File: config.mk
export PLATFORM = sky130hd
export DESIGN_NAME = lpw_wake_ctrl
export DESIGN_NICKNAME = d
export VERILOG_FILES = /design/src/rtl/lpw_pkg.sv /design/src/rtl/lpw_sync.sv /design/src/rtl/lpw_edge.sv /design/src/rtl/lpw_wake_ctrl.sv
export SDC_FILE = /design/constraint.sdc
export NUM_CORES = 1
export LEC_CHECK = 0
export ABC_AREA = 0
export BUFFER_PORTS_ARGS = -buffer_cell sky130_fd_sc_hd__buf_2
export CORE_UTILIZATION = 51
export CTS_BUF_LIST = sky130_fd_sc_hd__clkbuf_8
export DETAILED_ROUTE_END_ITERATION = 7
export HOLD_SLACK_MARGIN = 0.12
export PLACE_DENSITY = 0.84
export SKIP_CTS_REPAIR_TIMING = 1
export SLEW_MARGIN = 0
export SYNTH_ARGS = -nofsm -noshare
export SYNTH_HDL_FRONTEND = slang
export SYNTH_HIERARCHICAL = 1
export SYNTH_SLANG_ARGS = --single-unit
export TNS_END_PERCENT = 5
File: constraint.sdc
create_clock -name clk -period 2.01 [get_ports clk]
set_input_delay 0.402 -clock clk [delete_from_list [all_inputs] [get_ports clk]]
set_output_delay 0.402 -clock clk [all_outputs]
set_load 0.01 [all_outputs]
File: src/rtl/lpw_pkg.sv
package lpw_pkg;
    localparam int          NPIN      = 2;
    localparam int          REG_W     = 8;
    localparam logic [7:0]  REG_RESET = 8'h05;
    localparam logic [7:0]  RW_MASK   = 8'h37;

    typedef struct packed {
        logic [NPIN-1:0] stat;
        logic [NPIN-1:0] pol;
        logic            line_en;
        logic [NPIN-1:0] pin_en;
        logic            pend;
        logic            flag;
    } lpw_state_t;
endpackage

File: src/rtl/lpw_sync.sv
module lpw_sync #(
    parameter int W      = 3,
    parameter int STAGES = 2
) (
    input  logic         clk,
    input  logic         rst_n,
    input  logic [W-1:0] async_i,
    output logic [W-1:0] sync_o
);
    logic [W-1:0] stg_q [STAGES];

    always_ff @(posedge clk or negedge rst_n) begin
        if (!rst_n) begin
            for (int i = 0; i < STAGES; i++) stg_q[i] <= '0;
        end else begin
            stg_q[0] <= async_i;
            for (int i = 1; i < STAGES; i++) stg_q[i] <= stg_q[i-1];
        end
    end

    assign sync_o = stg_q[STAGES-1];
endmodule

File: src/rtl/lpw_edge.sv
module lpw_edge #(
    parameter int W          = 2,
    parameter bit ANY_CHANGE = 1'b0
) (
    input  logic         clk,
    input  logic         rst_n,
    input  logic [W-1:0] lvl_i,
    input  logic [W-1:0] pol_i,
    output logic [W-1:0] ev_o
);
    logic [W-1:0] prev_q;
    logic [W-1:0] act_now;
    logic [W-1:0] act_prev;

    always_ff @(posedge clk or negedge rst_n) begin
        if (!rst_n) prev_q <= '0;
        else        prev_q <= lvl_i;
    end

    // normalise both samples with the current polarity so a polarity
    // rewrite under a steady input never looks like a transition
    assign act_now  = lvl_i  ~^ pol_i;
    assign act_prev = prev_q ~^ pol_i;

    generate
        if (ANY_CHANGE) begin : g_any
            assign ev_o = act_now ^ act_prev;
        end else begin : g_rise
            assign ev_o = act_now & ~act_prev;
        end
    endgenerate
endmodule

File: src/rtl/lpw_wake_ctrl.sv
module lpw_wake_ctrl
    import lpw_pkg::*;
#(
    parameter int SYNC_STAGES = 2
) (
    input  logic       clk,
    input  logic       rst_n,
    input  logic       lowpwr_i,
    input  logic       line_i,
    input  logic       pin1_i,
    input  logic       pin2_i,
    input  logic       reg_wr_i,
    input  logic [7:0] reg_wdata_i,
    output logic [7:0] reg_rdata_o,
    output logic       osc_restart_o,
    input  logic       clk_stable_i,
    input  logic       irq_en_i,
    input  logic       irq_clr_i,
    output logic       irq_flag_o,
    output logic       irq_o
);
    localparam int NSRC = NPIN + 1;

    lpw_state_t       st_d, st_q;
    logic [NSRC-1:0]  raw_sync;
    logic [NPIN-1:0]  pin_ev;
    logic [0:0]       line_ev;
    logic [NPIN-1:0]  pin_qual;
    logic             line_qual;
    logic [7:0]       wr_val;
    logic [NPIN-1:0]  stat_clr;

    lpw_sync #(.W(NSRC), .STAGES(SYNC_STAGES)) u_sync (
        .clk    (clk),
        .rst_n  (rst_n),
        .async_i({line_i, pin2_i, pin1_i}),
        .sync_o (raw_sync)
    );

    lpw_edge #(.W(NPIN), .ANY_CHANGE(1'b0)) u_pin_edge (
        .clk   (clk),
        .rst_n (rst_n),
        .lvl_i (raw_sync[NPIN-1:0]),
        .pol_i (st_q.pol),
        .ev_o  (pin_ev)
    );

    lpw_edge #(.W(1), .ANY_CHANGE(1'b1)) u_line_edge (
        .clk   (clk),
        .rst_n (rst_n),
        .lvl_i (raw_sync[NSRC-1 -: 1]),
        .pol_i (1'b1),
        .ev_o  (line_ev)
    );

    assign pin_qual  = pin_ev & st_q.pin_en;
    assign line_qual = line_ev[0] & st_q.line_en;
    assign wr_val    = reg_wdata_i & RW_MASK;
    assign stat_clr  = reg_wr_i ? reg_wdata_i[7:6] : '0;

    always_comb begin
        st_d = st_q;
        if (reg_wr_i) begin
            st_d.pol     = wr_val[5:4];
            st_d.line_en = wr_val[2];
            st_d.pin_en  = wr_val[1:0];
        end
        // sticky status: a new event outranks a same-cycle clear
        st_d.stat = (st_q.stat & ~stat_clr) | pin_qual;
        st_d.pend = (st_q.pend & ~clk_stable_i)
                  | (lowpwr_i & (|pin_qual | line_qual));
        st_d.flag = (st_q.flag & ~irq_clr_i) | (st_q.pend & clk_stable_i);
    end

    always_ff @(posedge clk or negedge rst_n) begin
        if (!rst_n) begin
            st_q         <= '0;
            st_q.line_en <= REG_RESET[2];
            st_q.pin_en  <= REG_RESET[1:0];
            st_q.pol     <= REG_RESET[5:4];
        end else begin
            st_q <= st_d;
        end
    end

    assign reg_rdata_o   = {st_q.stat, st_q.pol, 1'b0, st_q.line_en, st_q.pin_en};
    assign osc_restart_o = st_q.pend;
    assign irq_flag_o    = st_q.flag;
    assign irq_o         = st_q.flag & irq_en_i;
endmodule

Yosys cells after proc, flatten, opt, wreduce, memory -nomap -nowiden --
Index checks and enable logic that the tools add are counted.
Word-level totals: register bits after elaboration 18, latch bits 0, bits in writable memories 0, memory bits (read-only) 0, input port bits 18, output and inout bits 11, logic and storage cells 32, memories 0
Cells by class: add/subtract/negate cells 0, multipliers 0, divide/modulo/power cells 0, order comparisons 0, eq/ne operators 0, shifts and indexed selects 0, multiplexer cells 1, bitwise operators 20, reduce and logical (&&, ||, !) cells 1
Operators with widths (number):
- $and 1x1->1 | 6
- $and 2x2->2 | 3
- $not 2->2 | 2
- $xnor 2x2->2 | 2
- $or 1x1->1 | 3
- $mux 2 | 1
- $not 1->1 | 2
- $or 2x2->2 | 1
- $reduce_or 2->1 | 1
- $xor 1x1->1 | 1

Longest topological paths before layout --
Gate-level depths: netlist of run 1.
depth after elaboration 8, gate-level depth with buffers 5, mapped depth without buffers 4

By module --
The synthesis of run 1 kept the hierarchy.
By module, submodules not included:
- lpw_wake_ctrl | instances 1, cells an instance 30, area an instance 397.9 um^2, seq. area each 227.7 um^2
- lpw_sync | instances 1, cells an instance 9, area an instance 172.7 um^2, seq. area each 150.1 um^2
- lpw_edge (u_pin_edge) | instances 1, cells an instance 8, area an instance 95.1 um^2, seq. area each 50.0 um^2
- lpw_edge (u_line_edge) | instances 1, cells an instance 2, area an instance 33.8 um^2, seq. area each 25.0 um^2

Worst setup path after synthesis of run 1 --
OpenSTA, ideal clock, no wires.
kind flip-flop to flip-flop, start reg u_sync.stg_q (netlist bit u_sync/sync_o[0]), end reg st_q (netlist bit osc_restart_o), setup time 0.135 ns, data arrival time 1.004 ns, path slack 0.871 ns, cell stages (with the launch flop) 6, buffers on the path 1, cells stage by stage dfrtp_1 buf_4 nand2_1 o22ai_2 a222oi_1 o22ai_1
RTL lines:
- start, declared | RTL line lpw_sync.sv:10 | logic [W-1:0] stg_q [STAGES];
- end signal, assigned | RTL line lpw_wake_ctrl.sv:82 | st_q <= st_d;
- end, declared | RTL line lpw_wake_ctrl.sv:24 | lpw_state_t st_d, st_q;

Final worst setup path of run 1 --
start reg st_q (netlist bit reg_rdata_o[0]), end out reg_rdata_o[0]
RTL lines:
- end, declared | RTL line lpw_wake_ctrl.sv:14 | output logic [7:0] reg_rdata_o,
No word-level cell between the ends.

==> results of run 1 <==
## flip-flops by register name, indices dropped and copies added, names as in the netlist
register / flops
irq_flag_o: 1
osc_restart_o: 1
u_pin_edge/prev_q: 2
u_sync/stg_q: 3
u_sync/sync_o: 3
u_line_edge/prev_q: 1
reg_rdata_o: 7
## worst reg2reg max path, delay by kind of cell, from the launching register on
kind             cells  cell delay, ns
AND/OR/NAND/NOR      1            0.14
AO/OA/AOI/OAI        3            0.58
flip-flops           1            0.38
## power groups by stage
stage          Clock, W  Sequential, W  Combinational [W]
2_1_floorplan         0       0.000437          0.0000580
3_3_place_gp          0       0.000427           0.000112
3_5_place_dp          0       0.000430           0.000115
4_1_cts        0.000296       0.000424           0.000117
5_1_grt        0.000306       0.000428           0.000129
6_report       0.000286       0.000425           0.000117
## cell type report
cell class	instances	area share, %
multi-input combinational	22	21.9
timing repair buffer	27	16.2
clock buffer	4	6.35
inverter	3	1.30
sequential	18	52.2
tap	14	2.02
## metrics by stage
step / worst slack [ns] / std cells / hold slack, ns
CTS: 0.657 / 87 / 0.0694
global placement: 0.852 / 83 / 0.333
global route: 0.641 / 88 / 0.246
detailed placement: 0.820 / 83 / 0.337
finish: 0.664 / 88 / 0.255
floorplan: 0.871 / 48 / 0.106
## worst max-delay path by stage
| stage | slack [ns] | start | depth (start not counted) | endpoint |
|---|---|---|---|---|
| floorplan | 0.87 | u_sync/sync_o[0]$_DFF_PN0_ | 5 | osc_restart_o$_DFF_PN0_ |
| global placement | 0.85 | irq_en_i | 3 | irq_o |
| detailed placement | 0.82 | reg_rdata_o[4]$_DFFE_PN0P_ | 4 | osc_restart_o$_DFF_PN0_ |
| CTS | 0.66 | reg_rdata_o[0]$_DFFE_PN1P_ | 1 | reg_rdata_o[0] |
| global route | 0.64 | reg_rdata_o[0]$_DFFE_PN1P_ | 1 | reg_rdata_o[0] |
| finish | 0.66 | reg_rdata_o[0]$_DFFE_PN1P_ | 1 | reg_rdata_o[0] |
## metal layers
layer  part of all wire, %  vias to the layer above  wire (um)  global-route usage (%)
li1                      -                      206          -                       -
met1                    42                      209        506                    24.1
met2                    50                       22        606                    33.3
met3                   5.8                        4         70                    5.20
met4                   1.9                        0         23                    12.9
met5                     0                        -          0                       0
==> qor.csv, run 1 <==
metric,value,unit
status,finished clean,
critPathCaptureType,output port,
seq_area,453,um^2
cts_root_buf,clkbuf_8,
cts_buffers,3,
io_pins,29,
seq_power_share,51.3,%
final_cell_mix,"buf_2 (26), dfrtp_1 (16), nand2_1 (5), mux2_4 (5), clkbuf_8 (4)",
multiInputGateArea,190,um^2
final_nets,93,
rrSetupSlack,0.78,ns
dieHeight,38.9,um
cp_cell_sequence,buf_2,
grt_pass1_vias,424,
final-max-slew-violation-count,0,
skew,0.00189,ns
clk_pin_slew,0.06,ns
grt_antenna_before_repair,0,
p_comb_share,14.1,%
final_common_cell,buf_2,
intPower,0.000636,W
vdd_ir_drop_max,582,uV
power,0.000827,W
clkPwrFrac,34.5,%
hp-class,input port to register,
pwr_density_cell,954,nW/um^2
cts_max_path_buffers,2,
hpwlAfterDp,829,um
core.rowCount,12,
whs_path_depth,1,
worst-path-buf-inv,1,
die_x,38.9,um
h-tree-depth,1,
antenna_cells,0,
ant_nets,0,
dpl_cell_area,802,um^2
fmax,743,MHz
period_minus_slack,1.35,ns
track_usage,20.6,%
fin_util,73.1,%
min_to,u_sync/stg_q[5]$_DFF_PN0_,
insertion_delay,0.25,ns
portBuffers,26,
cpMaxStageDelayCell,dfstp_2,
synth_nets,66,
dieArea,1520,um^2
period_share,67.0,%
hold_start,line_i,
fin_tns_setup,0,ns
drt-pass1-iter-count,4,
p_leak,0.449,nW
rr_startpoint,reg_rdata_o[4]$_DFFE_PN0P_,
grt_pass1_wl,1880,um
switching_share,23.0,%
rsz0062_at_grt,no,
worstPathRequired,1.61,ns
n_fill_cell,89,
drive_above_1_share,54.1,%
syn_inst,48,
crit_path_start_kind,register,
syn_avg_cell_area,14.5,um^2
drv_cap,0,
wl_per_cell,13.7,um
clock_sinks,18,
cts_tree,done,
drcViolationCount,0,
rr_endpoint,osc_restart_o$_DFF_PN0_,
reg2reg_depth,4,
p_sw,0.000190,W
initial_core_util,58.6,%
drt_iter0_drc,5,
synth_area,696,um^2
final_cell_area,867,um^2
routed_wl,1210,um
grt_max_degree,19,
design.core.area,1190,um^2
critPathKind,register to output port,
via_per_inst,5.01,
hold_violations,0,
cp.arrival,0.94,ns
overflow,0,
cp_max_fo,4,
cpPeakStageDelay,0.56,ns
vias,441,
routabilityCongestion,0.668,
yosys_warnings,6,
path_delay_family,flip-flops,
finalSetupViolCount,0,
area_growth,24.6,%
Note: power is estimated with default switching activity, not from simulation.
==> inputs of run 2 (changes only) <==
--- a/config.mk
+++ b/config.mk
@@ -7,11 +7,11 @@
 export LEC_CHECK = 0
 export ABC_AREA = 0
 export BUFFER_PORTS_ARGS = -buffer_cell sky130_fd_sc_hd__buf_2
-export CORE_UTILIZATION = 51
+export CORE_UTILIZATION = 48
 export CTS_BUF_LIST = sky130_fd_sc_hd__clkbuf_8
 export DETAILED_ROUTE_END_ITERATION = 7
 export HOLD_SLACK_MARGIN = 0.12
-export PLACE_DENSITY = 0.84
+export PLACE_DENSITY = 0.8
 export SKIP_CTS_REPAIR_TIMING = 1
 export SLEW_MARGIN = 0
 export SYNTH_ARGS = -nofsm -noshare
==> constraint.sdc (replaced) <==
create_clock -name clk -period 1.3 [get_ports clk]
set_input_delay 0.26 -clock clk [delete_from_list [all_inputs] [get_ports clk]]
set_output_delay 0.26 -clock clk [all_outputs]
set_load 0.01 [all_outputs]
==> qor.csv, run 2 (synthesis gave the netlist of run 1 again) <==
metric,value,unit,change
hold_ws,0.183,ns,-0.0718 ns
wl_per_cell,12.3,um,-10%
hp-class,input port to register,,
drcViolationCount,0,,unchanged
design.core.area,1320,um^2,+11%
worst-path-buf-inv,1,,unchanged
cts_root_buf,clkbuf_8,,
hold_violations,0,,unchanged
largest_register_ffs,7,,unchanged
gr-max-usage-layer,met2,,
cpPeakStageDelay,0.56,ns,about the same
grt_pass1_vias,389,,-8.3%
critPathCaptureType,output port,,
antenna_cells,0,,unchanged
status,finished clean,,
period_share,92.0,%,
rr_startpoint,reg_rdata_o[4]$_DFFE_PN0P_,,
fin_ws,0.104,ns,-0.560 ns
fin_tns_setup,0,ns,unchanged
cpMaxStageDelayCell,dfstp_2,,
area_growth,29.1,%,
routabilityCongestion,0.764,,+14%
met3_usage,5.00,%,-0.20 points
drt_iter0_drc,1,,-4
crit_path_start_kind,register,,
drv_cap,0,,unchanged
grt_pass1_wl,1620,um,-14%
dieArea,1610,um^2,+5.9%
path_delay_family,flip-flops,,
grt_util_met2,28.6,%,-4.7 points
drive_above_1_share,51.9,%,-2.1 points
via_per_inst,4.77,,-4.8%
critPathKind,register to output port,,
cp_cell_sequence,buf_2,,
dieHeight,40.1,um,+2.9%
cts_buffers,3,,unchanged
insertion_delay,0.25,ns,about the same
vdd_ir_drop_max,897,uV,+54%
met1_usage,17.5,%,-6.6 points
die_x,40.1,um,+2.9%
clock_sinks,18,,unchanged
overflow,0,,unchanged
worstPathRequired,1.04,ns,-0.57 ns
ant_nets,0,,unchanged
fmax,836,MHz,
drt-pass1-iter-count,4,,unchanged
skew,0.00116,ns,-0.000729 ns
core.rowCount,13,,+1
final_common_cell,buf_2,,
final_nets,96,,+3.2%
final_cell_mix,"buf_2 (26), dfrtp_1 (16), nand2_1 (5), mux2_4 (5)",,
routed_wl,1130,um,-6.3%
cts_tree,done,,
vias,439,,-0.45%
final-max-slew-violation-count,0,,unchanged
startpoint,reg_rdata_o[0]$_DFFE_PN1P_,,
clk_pin_slew,0.07,ns,about the same
hold_start,irq_clr_i,,
rsz0062_at_grt,no,,
cp.arrival,0.94,ns,about the same
grt_max_degree,19,,unchanged
power,0.00128,W,+55%
initial_core_util,52.8,%,-5.8 points
io_pins,29,,unchanged
cts_max_path_buffers,2,,unchanged
p_leak,0.462,nW,+2.8%
track_usage,17.0,%,-3.6 points
h-tree-depth,1,,unchanged
cp_max_fo,4,,unchanged
finalSetupViolCount,0,,unchanged
portBuffers,26,,unchanged
grt_antenna_before_repair,0,,unchanged
pwr_density_cell,1430,nW/um^2,+50%
hpwlAfterDp,810,um,-2.4%
period_minus_slack,1.20,ns,
dpl_worst_slack,0.0915,ns,-0.729 ns
-- run 2: per-stage QoR --
| stage | utilization, % | instances | area [um^2] |
|---|---|---|---|
| after floorplan | - | 48 | 696 |
| after global placement | 61.0 | 84 | 803 |
| after detailed placement | 61.0 | 84 | 803 |
| after CTS | 65.1 | 88 | 858 |
| after global routing | 68.2 | 92 | 898 |
| final | 68.2 | 92 | 898 |
-- run 2: worst paths after layout --
kind                            slack (ns)  cells past startpoint                         end
max in group asynchronous             0.53                      2  reg_rdata_o[0]$_DFFE_PN1P_
worst max register to register        0.10                      4     osc_restart_o$_DFF_PN0_
worst max-delay path                  0.10                      1              reg_rdata_o[0]
min in group asynchronous             0.46                      2    reg_rdata_o[7]$_DFF_PN0_
worst min register to register        0.35                      0  u_sync/sync_o[0]$_DFF_PN0_
worst min-delay path                  0.18                      2        irq_flag_o$_DFF_PN0_
-- run 2: cell type report --
class | count | area, um^2
clock buffer | 4 | 55.1
fill | 100 | 419
inverter | 3 | 11.3
multi-input combinational | 22 | 190
sequential | 18 | 453
tap | 15 | 18.8
timing repair buffer | 30 | 170
-- run 2: power breakdown --
group / total, W / switching (W) / internal [W]
Combinational: 0.000185 / 0.0000813 / 0.000104
Sequential: 0.000654 / 0.0000363 / 0.000617
Clock: 0.000445 / 0.000177 / 0.000269
-- run 2: routing by layer --
metal | part of all wire [%] | wire length (um) | up-vias
li1 | - | - | 213
met1 | 39 | 439 | 209
met2 | 55 | 623 | 13
met3 | 4.1 | 46 | 4
met4 | 1.9 | 21 | 0
met5 | 0 | 0 | -
